[config.mk]
export PLATFORM = sky130hd
export DESIGN_NAME = uart_rl_echo
export DESIGN_NICKNAME = d
export VERILOG_FILES = /design/src/rtl/uart_rl_pkg.sv /design/src/rtl/uart_rl_tick.sv /design/src/rtl/uart_rl_rx.sv /design/src/rtl/uart_rl_tx.sv /design/src/rtl/uart_rl_echo.sv
export SDC_FILE = /design/constraint.sdc
export NUM_CORES = 1
export LEC_CHECK = 0
export ABC_AREA = 1
export CAP_MARGIN = 10
export CORE_MARGIN = 2
export CORE_UTILIZATION = 52
export DETAILED_ROUTE_END_ITERATION = 6
export PLACE_DENSITY = 0.8
export SLEW_MARGIN = 20
export SYNTH_ARGS = -nofsm -noshare
export SYNTH_HDL_FRONTEND = slang
export SYNTH_SLANG_ARGS = --single-unit
[constraint.sdc]
create_clock -name clk -period 1.8 [get_ports clk]
set_clock_uncertainty 0.05 [all_clocks]
set_input_delay 0.18 -clock clk [delete_from_list [all_inputs] [get_ports clk]]
set_output_delay 0.18 -clock clk [all_outputs]
set_load 0.02 [all_outputs]
[src/rtl/uart_rl_pkg.sv]
package uart_rl_pkg;
  localparam int MAXB = 8;            // widest character
  localparam int FW   = MAXB + 4;     // start + data + parity + two stops
  localparam int LW   = 4;            // width of bit counts

  typedef enum logic [2:0] {
    RX_IDLE, RX_START, RX_DATA, RX_PAR, RX_STOP, RX_WAITHI
  } rx_st_t;

  typedef struct packed {
    logic [1:0] dbits;
    logic       par_en;
    logic       par_odd;
    logic       stop2;
  } fmt_t;

  function automatic logic [LW-1:0] data_len(input logic [1:0] code);
    return LW'(5) + {2'b00, code};
  endfunction

  // value the parity bit must take for the given data and sense
  function automatic logic par_bit(input logic [MAXB-1:0] d, input logic [LW-1:0] len,
                                   input logic odd);
    logic acc;
    acc = odd;
    for (int i = 0; i < MAXB; i++)
      if (i < int'(len)) acc = acc ^ d[i];
    return acc;
  endfunction

  function automatic logic [FW-1:0] make_frame(input logic [MAXB-1:0] d, input fmt_t f);
    logic [FW-1:0]  v;
    logic [LW-1:0]  n;
    n = data_len(f.dbits);
    v = '1;
    v[0] = 1'b0;
    for (int i = 0; i < MAXB; i++)
      if (i < int'(n)) v[i+1] = d[i];
    if (f.par_en) v[n + LW'(1)] = par_bit(d, n, f.par_odd);
    return v;
  endfunction

  function automatic logic [LW-1:0] frame_bits(input fmt_t f);
    return LW'(2) + data_len(f.dbits) + {3'b000, f.par_en} + {3'b000, f.stop2};
  endfunction
endpackage

[src/rtl/uart_rl_tick.sv]
module uart_rl_tick #(
  parameter int DIV = 4
) (
  input  logic clk,
  input  logic rst_n,
  output logic tick
);
  localparam int CW = (DIV > 1) ? $clog2(DIV) : 1;

  generate
    if (DIV <= 1) begin : g_every
      assign tick = rst_n;
    end else begin : g_count
      logic [CW-1:0] cnt;
      always_ff @(posedge clk) begin
        if (!rst_n)                   cnt <= '0;
        else if (cnt == CW'(DIV - 1)) cnt <= '0;
        else                          cnt <= cnt + CW'(1);
      end
      assign tick = (cnt == CW'(DIV - 1));
    end
  endgenerate
endmodule

[src/rtl/uart_rl_rx.sv]
module uart_rl_rx
  import uart_rl_pkg::*;
#(
  parameter int SYNC = 2
) (
  input  logic            clk,
  input  logic            rst_n,
  input  logic            tick,
  input  logic            rxd,
  input  logic            rx_en,
  input  logic [LW-1:0]   len,
  input  logic            par_en,
  input  logic            stop2,
  output logic            echo,
  output logic            done,
  output logic [MAXB-1:0] data,
  output logic            pbit,
  output logic            ferr
);
  localparam int SW = (SYNC < 1) ? 1 : SYNC;

  logic [SW-1:0] sq;
  logic          rx_s;
  generate
    if (SW == 1) begin : g_sync1
      always_ff @(posedge clk) sq <= !rst_n ? 1'b1 : rxd;
    end else begin : g_syncn
      always_ff @(posedge clk) sq <= !rst_n ? '1 : {sq[SW-2:0], rxd};
    end
  endgenerate
  assign rx_s = sq[SW-1];

  rx_st_t        st;
  logic [3:0]    cnt, mark_cnt;
  logic [LW-1:0] idx;
  logic          stop_n, allz, brk_hold, mark_pend;
  logic          mid, brk_now;

  assign mid     = tick && (cnt == 4'd15);
  assign brk_now = allz && !rx_s;

  always_ff @(posedge clk) begin
    if (!rst_n) begin
      st <= RX_IDLE; cnt <= '0; idx <= '0; data <= '0; pbit <= 1'b0; ferr <= 1'b0;
      stop_n <= 1'b0; allz <= 1'b1; done <= 1'b0; echo <= 1'b1;
      brk_hold <= 1'b0; mark_pend <= 1'b0; mark_cnt <= '0;
    end else begin
      done <= 1'b0;
      if (!rx_en) begin
        st <= RX_IDLE; echo <= 1'b1; brk_hold <= 1'b0; mark_pend <= 1'b0;
      end else if (tick) begin
        cnt <= cnt + 4'd1;
        // return to mark one bit time after the last stop echo
        if (mark_pend) begin
          mark_cnt <= mark_cnt + 4'd1;
          if (mark_cnt == 4'd15) begin echo <= 1'b1; mark_pend <= 1'b0; end
        end
        case (st)
          RX_IDLE: if (!rx_s) begin st <= RX_START; cnt <= '0; end
          RX_START: if (cnt == 4'd7) begin
            if (!rx_s) begin
              st <= RX_DATA; cnt <= '0; idx <= '0; data <= '0; allz <= 1'b1;
              ferr <= 1'b0; echo <= 1'b0; brk_hold <= 1'b0; mark_pend <= 1'b0;
            end else st <= RX_IDLE;
          end
          RX_DATA: if (mid) begin
            data[idx[2:0]] <= rx_s; echo <= rx_s; allz <= allz & !rx_s;
            idx <= idx + LW'(1); stop_n <= 1'b0;
            if (idx == len - LW'(1)) st <= par_en ? RX_PAR : RX_STOP;
          end
          RX_PAR: if (mid) begin
            pbit <= rx_s; echo <= rx_s; allz <= allz & !rx_s; st <= RX_STOP;
          end
          RX_STOP: if (mid) begin
            echo <= rx_s; ferr <= ferr | !rx_s;
            if (stop_n == stop2) begin
              done <= 1'b1; brk_hold <= brk_now; mark_pend <= !brk_now; mark_cnt <= '0;
              st <= brk_now ? RX_WAITHI : RX_IDLE;
            end else begin
              allz <= allz & !rx_s; stop_n <= 1'b1;
            end
          end
          RX_WAITHI: if (rx_s) st <= RX_IDLE;
          default: st <= RX_IDLE;
        endcase
      end
    end
  end

  p_off_idle_r7: assert property (@(posedge clk) disable iff (!rst_n)
    !rx_en |=> (st == RX_IDLE) && echo);
  p_break_low_r6: assert property (@(posedge clk) disable iff (!rst_n)
    brk_hold |-> !echo);
endmodule

[src/rtl/uart_rl_tx.sv]
module uart_rl_tx
  import uart_rl_pkg::*;
(
  input  logic            clk,
  input  logic            rst_n,
  input  logic            tick,
  input  logic            load,
  input  logic [MAXB-1:0] byte_in,
  input  fmt_t            fmt,
  output logic            txd,
  output logic            busy
);
  logic [FW-1:0] frame;
  logic [3:0]    cnt;
  logic [LW-1:0] rem;

  always_ff @(posedge clk) begin
    if (!rst_n) begin
      busy <= 1'b0; frame <= '1; cnt <= '0; rem <= '0;
    end else if (load && !busy) begin
      busy <= 1'b1; frame <= make_frame(byte_in, fmt); cnt <= '0; rem <= frame_bits(fmt);
    end else if (busy && tick) begin
      cnt <= cnt + 4'd1;
      if (cnt == 4'd15) begin
        frame <= {1'b1, frame[FW-1:1]};
        rem   <= rem - LW'(1);
        if (rem == LW'(1)) busy <= 1'b0;
      end
    end
  end

  assign txd = busy ? frame[0] : 1'b1;
endmodule

[src/rtl/uart_rl_echo.sv]
module uart_rl_echo
  import uart_rl_pkg::*;
#(
  parameter int DIV  = 4,
  parameter int SYNC = 2
) (
  input  logic            clk,
  input  logic            rst_n,
  input  logic            rx_en,
  input  logic            rloop_en,
  input  logic [1:0]      cfg_dbits,
  input  logic            cfg_par_en,
  input  logic            cfg_par_odd,
  input  logic            cfg_stop2,
  input  logic            rxd,
  output logic            txd,
  output logic [MAXB-1:0] rd_data,
  output logic            rd_valid,
  input  logic            rd_ack,
  output logic            err_parity,
  output logic            err_frame,
  input  logic            tx_load,
  input  logic [MAXB-1:0] tx_byte,
  output logic            tx_busy
);
  fmt_t            fmt;
  logic            tick, echo, rx_done, rx_pbit, rx_ferr, tx_line, tx_go, perr_now;
  logic [MAXB-1:0] rx_data;
  logic [LW-1:0]   rx_len;

  assign fmt    = '{dbits: cfg_dbits, par_en: cfg_par_en, par_odd: cfg_par_odd, stop2: cfg_stop2};
  assign rx_len = data_len(cfg_dbits);

  uart_rl_tick #(.DIV(DIV)) u_tick (.clk(clk), .rst_n(rst_n), .tick(tick));

  uart_rl_rx #(.SYNC(SYNC)) u_rx (
    .clk(clk), .rst_n(rst_n), .tick(tick), .rxd(rxd), .rx_en(rx_en),
    .len(rx_len), .par_en(cfg_par_en), .stop2(cfg_stop2),
    .echo(echo), .done(rx_done), .data(rx_data), .pbit(rx_pbit), .ferr(rx_ferr));

  assign tx_go = tx_load && !rloop_en;

  uart_rl_tx u_tx (
    .clk(clk), .rst_n(rst_n), .tick(tick), .load(tx_go), .byte_in(tx_byte),
    .fmt(fmt), .txd(tx_line), .busy(tx_busy));

  assign txd      = rloop_en ? echo : tx_line;
  assign perr_now = cfg_par_en && (par_bit(rx_data, rx_len, cfg_par_odd) != rx_pbit);

  always_ff @(posedge clk) begin
    if (!rst_n) begin
      rd_data <= '0; rd_valid <= 1'b0; err_parity <= 1'b0; err_frame <= 1'b0;
    end else if (rx_done && !rloop_en) begin
      rd_data <= rx_data; rd_valid <= 1'b1; err_parity <= perr_now; err_frame <= rx_ferr;
    end else if (rd_ack) begin
      rd_valid <= 1'b0;
    end
  end

  p_cpu_quiet_r5: assert property (@(posedge clk) disable iff (!rst_n)
    $past(rloop_en) |-> !$rose(rd_valid));
  p_ignore_load_r12: assert property (@(posedge clk) disable iff (!rst_n)
    rloop_en && !tx_busy |=> !tx_busy);
  p_mark_idle_r13: assert property (@(posedge clk) disable iff (!rst_n)
    !rloop_en && !tx_busy |-> txd);
endmodule

==> results of run 1 <==
registers in the layout, summed over array words and instances, names as in the netlist:
| name | flops |
|---|---|
| u_rx.cnt | 4 |
| u_tx.rem | 4 |
| u_rx.done | 1 |
| u_rx.sq | 2 |
| u_rx.ferr | 1 |
| rd_valid | 1 |
| err_parity | 1 |
| err_frame | 1 |
| rd_data | 8 |
| u_rx.pbit | 1 |
| u_rx.stop_n | 1 |
| u_tx.busy | 1 |
| u_rx.allz | 1 |
| u_rx.mark_pend | 1 |
| u_rx.echo | 1 |
| u_tx.frame | 12 |
| u_rx.st | 3 |
| u_rx.mark_cnt | 4 |
| u_tx.cnt | 4 |
| u_rx.data | 8 |
| u_tick.g_count.cnt | 2 |
| u_rx.idx | 4 |
cells in the final DEF, fill, tap and decap left out, drive strengths merged:
cell type / instances
a22oi: 1
o31ai: 2
and2: 1
bufinv: 2
a211oi: 2
ha: 19
xnor2: 3
a21boi: 1
nand2: 131
o211a: 1
clkinvlp: 2
dlymetal6s2s: 1
nor3: 18
nand3b: 2
clkbuf: 13
a21oi: 51
nor2: 61
o22ai: 1
buf: 43
inv: 64
xor2: 7
a31oi: 2
and3: 1
nand3: 31
o21ai: 48
o21bai: 3
nor4: 1
clkinv: 3
dfxtp: 66
nand4: 7
clkdlybuf4s50: 29
or2: 4
mux2i: 1
fa: 1
metrics by stage:
stage	cell area [um^2]	TNS, ps	hold WS, ps
6_report	4731	-80.80	347.5
5_1_grt	4731	-534.5	344.3
4_1_cts	4628	0	344.5
3_5_place_dp	4394	-7912	351.9
3_3_place_gp	4394	-6534	347.1
2_1_floorplan	3726	0	236.6
kinds of logic (layout without fill, tap and decap cells):
family                     Yosys count  in the layout
AOI/OAI and AO/OA                  112            112
xor gates and xnor gates            10             10
adders and majority gates           20             20
buffers and inverters               80            157
DFF                                 66             66
muxes                                1              1
and+or+nand+nor                    257            257
routing by layer:
metal / vias to the layer above / global-route usage, % / wire length [um]
met5: - / 0 / 0
met4: 0 / 11.43 / 265
met3: 36 / 4.198 / 463
met2: 144 / 43.13 / 4666
met1: 1731 / 30.46 / 4111
li1: 1927 / - / -
layout make-up:
type	count	area, um^2	area share, %
Clock inverter	5	77.57	1.640
Tap cell	96	120.1	2.539
Clock buffer	11	141.4	2.989
Multi-Input combinational cell	400	2175	45.97
Timing Repair Buffer	75	639.4	13.51
Sequential cell	66	1326	28.03
Inverter	66	251.5	5.316
report_power, final:
part	switching, mW	internal [mW]	leakage [nW]	total (mW)
Clock	0.585	0.813	0.109	1.40
Sequential	0.0227	1.50	0.537	1.52
Combinational	0.243	0.185	1.41	0.428
Total	0.850	2.50	2.06	3.35
worst max-delay path, stage by stage (launching register included):
cell and delay (ps):
dfxtp_4 360, ha_4 150, nand2_4 70, nor3_4 280, inv_2 120, nor2_4 110
a21oi_1 60, nor2_2 220, nand2_2 100, nand2_1 110, a21oi_1 90
how the worst max path moves through the flow:
stage | start | to | slack (ps) | cells past startpoint
after floorplan | cfg_dbits[0] | u_tx.frame[9]$_SDFFE_PN1P_ | 20 | 16
after global placement | cfg_dbits[0] | u_tx.frame[9]$_SDFFE_PN1P_ | -540 | 16
after detailed placement | cfg_dbits[0] | u_tx.frame[9]$_SDFFE_PN1P_ | -680 | 16
after CTS | rloop_en | txd | 2 | 5
after global routing | u_rx.cnt[0]$_SDFFE_PN0P_ | u_rx.st[1]$_SDFFE_PN0P_ | -100 | 9
final | u_rx.cnt[0]$_SDFFE_PN0P_ | u_rx.st[1]$_SDFFE_PN0P_ | -50 | 10
timing repair:
item / 4_1_cts / 5_1_grt
resized for setup: 6 / 33
buffers inserted: 1 / 3
pin swaps: 1 / 7
setup endpoints to repair: 16 / 33
==> summary.txt, run 1 <==
STA
  • Final period utilization: 102.9%
  • Setup ws final: -52.59 ps
  • Setup-failing EPs final: 2
  • Relative slew slack: 68.70%
  • Worst-Margin Slew: 465.9 ps
  • Period minus WS final: 1853 ps
  • Endpoints failing hold: 0
  • Peak Freq: 0.5398 GHz
  • Max-slew violations: 0
  • RSZ-0062 raised after global routing: yes

Cells and area
  • Share of cells above drive strength 1: 15.73%
  • Layout net count: 658
  • Syn-to-layout area delta: 27.09%
  • Finished Layout Cells: 719
  • # diodes: 0
  • Fill cells: 582
  • Core Util, Final: 68.87%

Clock tree
  • CTS max path bufs: 2
  • CTS buffer count: 9
  • Clk pin slew, worst setup/hold paths: 80 ps
  • # hold bufs at CTS: 0
  • CTS tree: built
  • Deepest level of the CTS H-tree: 3
  • Total clock sinks: 66
  • Clk root buf: clkbuf_8
  • Clock latency on the worst-skew pair: 350 ps

Yosys
  • Synthesized area per cell: 6.817 um^2
  • Multiplexer share of the synthesized area: 0.2689%
  • Simple-gate share of the synthesized area: 30.18%
  • Synth unique cells: 39
  • Syn nets: 586
  • Synth top area cells: dfxtp_1 (35%), nand2_1 (13%), a21oi_1 (6.9%)
  • Top-area cell type share of the netlist area: 35.50%
  • Register bit count reported by yosys: 66
  • Compound-Gate Fraction of Synth Area: 16.37%
  • Area leader, netlist: dfxtp_1
  • Ys async rst share: 0%
  • XOR/XNOR Fraction of Synth Area: 2.353%
  • Sequential-to-total area share from yosys stat: 35.50%
  • Adder-Cell Fraction of Synth Area: 6.924%
  • Synth Flop Type: dfxtp_1
  • Number of enable flip-flop cells after synthesis: 0
  • Netlist Area Pre-Place: 0.003722 mm^2
  • Yosys warning total: 0
  • Post-synth top cells: nand2_1 (129), dfxtp_1 (66), inv_1 (65)
  • Syn Inst Count: 546
  • Count leader, synth: nand2_1
  • Main combinational cell family by area after synthesis: simple AND/OR/NAND/NOR gates

Global route
  • Initial antenna violation count: 0
  • Number of global-route vias before repair: 3,548
  • GRT Overall Usage: 25.00%
  • First-pass GRT wire length: 15,490 um
  • Overflow after GRT: 0
  • Largest net degree at the start of global routing: 24

Critical path
  • Reg2reg start: u_rx.cnt[0]$_SDFFE_PN0P_
  • Crit Path Max Fanout: 4
  • Reg-to-reg slack, setup: -50 ps
  • Worst Path Required: 1980 ps
  • Startpoint types: flop
  • R2r endpoint: u_rx.st[1]$_SDFFE_PN0P_
  • R2R cell count: 10
  • Critical path arrival: 2030 ps
  • Crit path capture type: flop
  • Setup Crit Path Kind: reg -> reg

Floorplanning
  • Die Y: 88.61 um
  • Core ar.: 0.006869 mm^2
  • Die ar.: 0.007851 mm^2
  • Starting density of the core: 54.19%
  • Cell Rows: 30
  • Die X: 88.61 um
  • I/O pin count: 33

Pwr
  • Pwr dens: 707.3 mW/mm^2
  • Leakage power: 2.061 nW
  • Worst vdd ir: 0.0004288 V
  • Total Power: 3.346 mW

Detailed routing
  • DR DRC count: 0
  • DR iter-0 viols: 307
  • Vias: 3,838
  • DRT Pass-1 Iters: 5
  • WL per Instance: 13.22 um
  • Via density: 5.338
  • Remaining antenna violation count: 0
  • Routed Wire Length: 9506 um

Outcome
  • Status: finished with violations
  • Failing checks: setup timing

Hold path
  • Worst Hold Class: in -> reg
  • WHS Endpoint: u_rx.sq[0]$_SDFF_PN1_
  • Hold path cells: 2
  • Hold Startpoint: rxd

Placement
  • Final HPWL DP: 6724 um
  • PortBufs: 32
  • DP Cell Count: 699
  • Routability congestion estimate: 0.8616
  • DP Worst Slack: -682.6 ps

Job
  • Max-cap violations: 0
Note: power is estimated with default switching activity, not from simulation.
==> run 2: changes to the inputs <==
==> constraint.sdc (replaced) <==
create_clock -name clk -period 1.8 [get_ports clk]
set_clock_uncertainty 0.05 [all_clocks]
set_input_delay 0.27 -clock clk [delete_from_list [all_inputs] [get_ports clk]]
set_output_delay 0.27 -clock clk [all_outputs]
set_load 0.02 [all_outputs]
==> run 2 against run 1 <==
  * The run now ends clean
  * Critical path type unchanged
  * Setup slack better by 66 ps
  * Sequential share of layout area shrank 0.51 points
  * Utilization increased by 1.5 points
  * Largest power group unchanged
  * Wire length up 0.69%
==> summary.txt, run 2 (same netlist as run 1, synthesis figures left out) <==
Floorplanning
  • Core ar.: 0.006869 mm^2
  • I/O pin count: 33
  • Cell Rows: 30
  • Die Y: 88.61 um
  • Die X: 88.61 um
  • Die ar.: 0.007851 mm^2
  • Starting density of the core: 54.19%

Placement
  • Final HPWL DP: 6965 um
  • PortBufs: 32
  • Placed cell area: 0.004487 mm^2
  • Routability congestion estimate: 0.9132
  • DP Worst Slack: -666.7 ps

Cells and area
  • Biggest regs: u_tx.frame: 12 flops, rd_data: 8 flops, u_rx.data: 8 flops
  • Most frequent cells in the layout: nand2_1 (122), dfxtp_1 (61), inv_1 (59), nor2_1 (55), buf_4 (50)
  • Area of the multi-input gates: 0.002195 mm^2
  • Layout net count: 667
  • Top reg by flops: u_tx.frame
  • Number of flip-flops in the largest register: 12
  • Commonest non-fill, non-tap cell in the layout: nand2_1
  • Syn-to-layout area delta: 29.82%
  • Reg area: 0.001330 mm^2
  • Final instance area: 0.004832 mm^2
  • Share of cells above drive strength 1: 18.83%
  • Fill cells: 559
  • # diodes: 0

Critical path
  • Critical path's top delay family: simple AND/OR/NAND/NOR gates
  • Crit-path slowest cell: dfxtp_2
  • Crit Path Max Fanout: 7
  • Setup Crit Path Kind: reg -> reg
  • Critical path arrival: 2020 ps
  • Critical Path Max Stage Delay: 370 ps
  • Crit path cell chain: ha_4 > nand2_4 > nor3_4 > a21oi_2 > nor2_2 > nand2_2 > nor2_4 > nand2_1 > a21oi_1
  • Worst path bufs/invs: 0
  • Crit path capture type: flop
  • Startpoint types: flop
  • Worst Path Required: 2030 ps

STA
  • Worst-Margin Slew: 409.6 ps
  • Endpoints failing hold: 0
  • Peak Freq: 0.5596 GHz
  • Relative slew slack: 72.49%
  • Period minus WS final: 1787 ps
  • RSZ-0062 raised after global routing: yes
  • Setup ws final: 13.11 ps
  • Max-slew violations: 0
  • Final period utilization: 99.27%
  • Setup-failing EPs final: 0

Clock tree
  • Total clock sinks: 66
  • Clk root buf: clkbuf_8
  • CTS buffer count: 9
  • CTS tree: built
  • Clk pin slew, worst setup/hold paths: 80 ps
  • Clock latency on the worst-skew pair: 360 ps
  • Deepest level of the CTS H-tree: 3
  • CTS max path bufs: 2
  • # hold bufs at CTS: 0

Hold path
  • Worst Hold Class: reg -> reg

Global route
  • Overflow after GRT: 0
  • Largest net degree at the start of global routing: 20
  • First-pass GRT wire length: 15,600 um
  • Initial antenna violation count: 0
  • GRT Overall Usage: 25.44%
  • Number of global-route vias before repair: 3,588

Outcome
  • Status: finished clean

Detailed routing
  • DR DRC count: 0
  • Remaining antenna violation count: 0
  • DRT Pass-1 Iters: 5
  • DR iter-0 viols: 273
  • Routed Wire Length: 9572 um
  • Vias: 3,876
  • WL per Instance: 13.15 um
  • Via density: 5.324

Job
  • Max-cap violations: 0

Pwr
  • Leakage power: 2.092 nW
  • Worst vdd ir: 0.0004276 V
  • Pwr dens: 699.5 mW/mm^2
==> run 2: cell types whose count changed in the layout (fill, tap and decap cells not counted), moves of 2 or more <==
cell     delta
buf_4       +8
inv_1       -4
inv_2       +4
dfxtp_1     -3
dfxtp_2     +3
nand3_1     -2
nand3_2     +2
==> run 2: final cells by class <==
type	instances	share of cell area, %
tap	96	2.486
sequential	66	27.52
inverter	66	5.205
multi-input combinational	400	45.42
clock inverter	7	1.942
clock buffer	9	2.563
timing repair buffer	84	14.86
==> run 2: worst register-to-register path: stages (launching register included) <==
cell and delay [ps]:
dfxtp_2 370, ha_4 170, nand2_4 80, nor3_4 220, a21oi_2 100, nor2_2 140
nand2_2 110, nor2_4 240, nand2_1 80, a21oi_1 150
==> run 2: what timing repair did <==
| item | 4_1_cts | 5_1_grt |
|---|---|---|
| pin swaps | 3 | 14 |
| endpoints found under the setup margin | 25 | 38 |
| gates resized for setup | 11 | 38 |
| buffers inserted | 1 | 2 |
| endpoints found under the hold margin | 0 | 0 |
==> run 2: where the power goes <==
part | switching [mW] | internal (mW)
Clock | 0.621 | 0.776
Combinational | 0.253 | 0.205
Sequential | 0.0253 | 1.50
==> run 2: final timing paths <==
check,slack [ps],depth (start not counted),to,from
max,10,9,u_rx.data[2]$_SDFFE_PN0P_,u_rx.cnt[1]$_SDFFE_PN0P_
min,360,1,u_rx.sq[1]$_SDFF_PN1_,u_rx.sq[0]$_SDFF_PN1_
max reg2reg,10,9,u_rx.data[2]$_SDFFE_PN0P_,u_rx.cnt[1]$_SDFFE_PN0P_
min reg2reg,360,1,u_rx.sq[1]$_SDFF_PN1_,u_rx.sq[0]$_SDFF_PN1_
==> run 2: stage by stage <==
step	setup TNS [ps]	utilization [%]	instances	total power, mW	hold slack [ps]
3_5_place_dp	-9943	65.32	709	1.972	348.8
2_1_floorplan	0	-	546	1.784	326.6
5_1_grt	-490.2	70.35	728	3.512	393.1
4_1_cts	0	68.71	726	3.349	365.2
6_report	0	70.35	728	3.380	363.7
3_3_place_gp	-8087	65.32	709	1.958	346.6
==> run 2: layer usage <==
metal  vias to the layer above  track usage [%]  wire length [um]
met4                         0            10.19               234
li1                       1939                -                 -
met3                        25            5.037               503
met2                       139            44.09              4755
met5                         -                0                 0
met1                      1773            30.97              4079
==> run 3: changes to the inputs <==
clock period = 1.45 ns   (was 1.8 ns; I/O delays follow)
==> run 3 against run 2 <==
  * The flow now finishes with violations (setup timing)
  * First-iteration DRC count increased by 17%
  * Cell area up 16%
  * Via count rose by 10%
  * Fmax decreased by 0.88%
  * Cell count rose by 6.9%
  * Worst hold slack lost 3.5 ps
  * Flip-flop and latch count unchanged
  * Critical path depth up 1
  * Count of clock-buffer cells in the layout is the same
  * Die area unchanged
  * Critical path type unchanged
==> summary.txt, run 3 (same netlist as run 1, synthesis figures left out) <==
Outcome
  • Status: finished with violations
  • Failing checks: setup timing

Clock tree
  • Clk pin slew, worst setup/hold paths: 80 ps
  • # hold bufs at CTS: 0
  • CTS max path bufs: 2
  • CTS tree: built
  • Deepest level of the CTS H-tree: 3
  • Total clock sinks: 66
  • Clock latency on the worst-skew pair: 360 ps
  • CTS buffer count: 9
  • Clk root buf: clkbuf_8

Detailed routing
  • Top routing layer used: met4
  • Routed Wire Length: 12,010 um
  • Met2 WL: 5997 um
  • Met3 WL: 672 um
  • Remaining antenna violation count: 0
  • M1 WL: 4948 um
  • WL per Instance: 15.43 um
  • Vias: 4,267
  • DRT Pass-1 Iters: 6
  • DR DRC count: 0
  • Via density: 5.485
  • DR iter-0 viols: 319

Critical path
  • Reg2reg start: u_rx.cnt[1]$_SDFFE_PN0P_
  • Startpoint types: flop
  • Crit Path Max Fanout: 4
  • CP endpoint: u_rx.idx[1]$_SDFFE_PN0P_
  • Critical path arrival: 2030 ps
  • CP Launch Point: u_rx.cnt[1]$_SDFFE_PN0P_
  • Reg-to-reg slack, setup: -350 ps
  • R2R cell count: 10
  • R2r endpoint: u_rx.idx[1]$_SDFFE_PN0P_
  • Setup Crit Path Kind: reg -> reg
  • Worst Path Required: 1680 ps
  • Crit path capture type: flop

Hold path
  • Hold path cells: 1
  • Worst Hold Class: reg -> reg

Pwr
  • Leakage power: 2.480 nW
  • Total Power: 4.434 mW
  • Pwr dens: 789.6 mW/mm^2
  • Worst vdd ir: 0.0005520 V

Floorplanning
  • I/O pin count: 33
  • Die Y: 88.61 um
  • Core ar.: 0.006869 mm^2
  • Cell Rows: 30
  • Die ar.: 0.007851 mm^2
  • Starting density of the core: 54.19%
  • Die X: 88.61 um

Placement
  • DP Worst Slack: -945.4 ps
  • Routability congestion estimate: 0.9129
  • Final HPWL DP: 7219 um
  • PortBufs: 32

STA
  • Final period utilization: 124.3%
  • Final hold slack: 360.3 ps
  • Setup TNS: -10,040 ps
  • Max-slew violations: 0
  • Relative slew slack: 73.35%
  • Peak Freq: 0.5547 GHz
  • RSZ-0062 raised after global routing: yes
  • Endpoints failing hold: 0
  • Setup ws final: -352.7 ps
  • Period minus WS final: 1803 ps
  • Worst-Margin Slew: 398.4 ps
  • Setup-failing EPs final: 45

Global route
  • First-pass GRT wire length: 17,910 um
  • Initial antenna violation count: 0
  • Number of global-route vias before repair: 4,052
  • GRT Overall Usage: 28.82%
  • Overflow after GRT: 0
  • Largest net degree at the start of global routing: 14

Job
  • Max-cap violations: 0

Cells and area
  • # diodes: 0
  • Layout net count: 717
  • Commonest non-fill, non-tap cell in the layout: nand2_1
  • Biggest regs: u_tx.frame: 12 flops, rd_data: 8 flops, u_rx.data: 8 flops
  • Share of cells above drive strength 1: 34.60%
  • Most frequent cells in the layout: nand2_1 (106), buf_4 (83), dfxtp_1 (60), inv_1 (50), nor2_1 (50)
  • Fill cells: 415
  • Number of flip-flops in the largest register: 12
  • Syn-to-layout area delta: 50.86%
  • Top reg by flops: u_tx.frame
==> run 3: cell types whose count changed in the layout (fill, tap and decap cells not counted), moves of 12 or more <==
cell | before | now
a21oi_2 | 5 | 19
buf_6 | 1 | 16
dlygate4sd2_1 | 1 | 13
o21ai_0 | 42 | 30
buf_4 | 50 | 83
a21oi_1 | 46 | 31
clkdlybuf4s50_1 | 29 | 16
nand2_1 | 122 | 106
==> run 3: repair_timing <==
| action | in CTS | in global routing |
|---|---|---|
| gates cloned | 3 | 0 |
| pin swaps | 28 | 36 |
| buffers inserted | 6 | 13 |
| setup endpoints to repair | 57 | 51 |
| resized for setup | 91 | 59 |
==> run 3: routing by layer <==
layer / track usage [%] / vias up
li1: - / 2042
met1: 34.31 / 1988
met2: 50.65 / 188
met3: 5.504 / 49
met4: 12.26 / 0
met5: 0 / -
==> run 3: how the worst min path moves through the flow <==
stage                                from                     to
global placement    u_rx.sq[0]$_SDFF_PN1_  u_rx.sq[1]$_SDFF_PN1_
CTS                 u_rx.sq[0]$_SDFF_PN1_  u_rx.sq[1]$_SDFF_PN1_
floorplan                             rxd  u_rx.sq[0]$_SDFF_PN1_
finish              u_rx.sq[0]$_SDFF_PN1_  u_rx.sq[1]$_SDFF_PN1_
detailed placement  u_rx.sq[0]$_SDFF_PN1_  u_rx.sq[1]$_SDFF_PN1_
global route        u_rx.sq[0]$_SDFF_PN1_  u_rx.sq[1]$_SDFF_PN1_
==> run 3: where the power goes <==
| group | internal (mW) | switching, mW | leakage (nW) |
|---|---|---|---|
| Combinational | 0.323 | 0.394 | 1.84 |
| Sequential | 1.86 | 0.0393 | 0.538 |
| Clock | 0.983 | 0.834 | 0.106 |
==> run 3: worst max-delay path, stage by stage, from the launching register on <==
cell and delay [ps]:
dfxtp_2 360, ha_4 160, nand2_4 70, nor3_4 300, a21oi_2 120, nor2_4 140
nand2_2 90, buf_6 140, inv_4 70, nand2_1 70, a21oi_1 150
==> run 3: layout make-up <==
| class | count | area, um^2 | area share, % |
|---|---|---|---|
| Clock buffer | 9 | 123.9 | 2.206 |
| Timing Repair inverter | 3 | 33.78 | 0.6016 |
| Multi-Input combinational cell | 400 | 2519 | 44.85 |
| Tap cell | 96 | 120.1 | 2.139 |
| Inverter | 66 | 281.5 | 5.013 |
| Timing Repair Buffer | 131 | 1107 | 19.72 |
| Sequential cell | 66 | 1329 | 23.66 |
| Clock inverter | 7 | 101.3 | 1.805 |
==> run 3: per-stage QoR <==
step                util, %  area, um^2  instances
floorplan                 -        3867        546
detailed placement    70.77        4861        743
global route          81.75        5615        778
CTS                   77.34        5313        767
finish                81.75        5615        778
global placement      70.77        4861        743
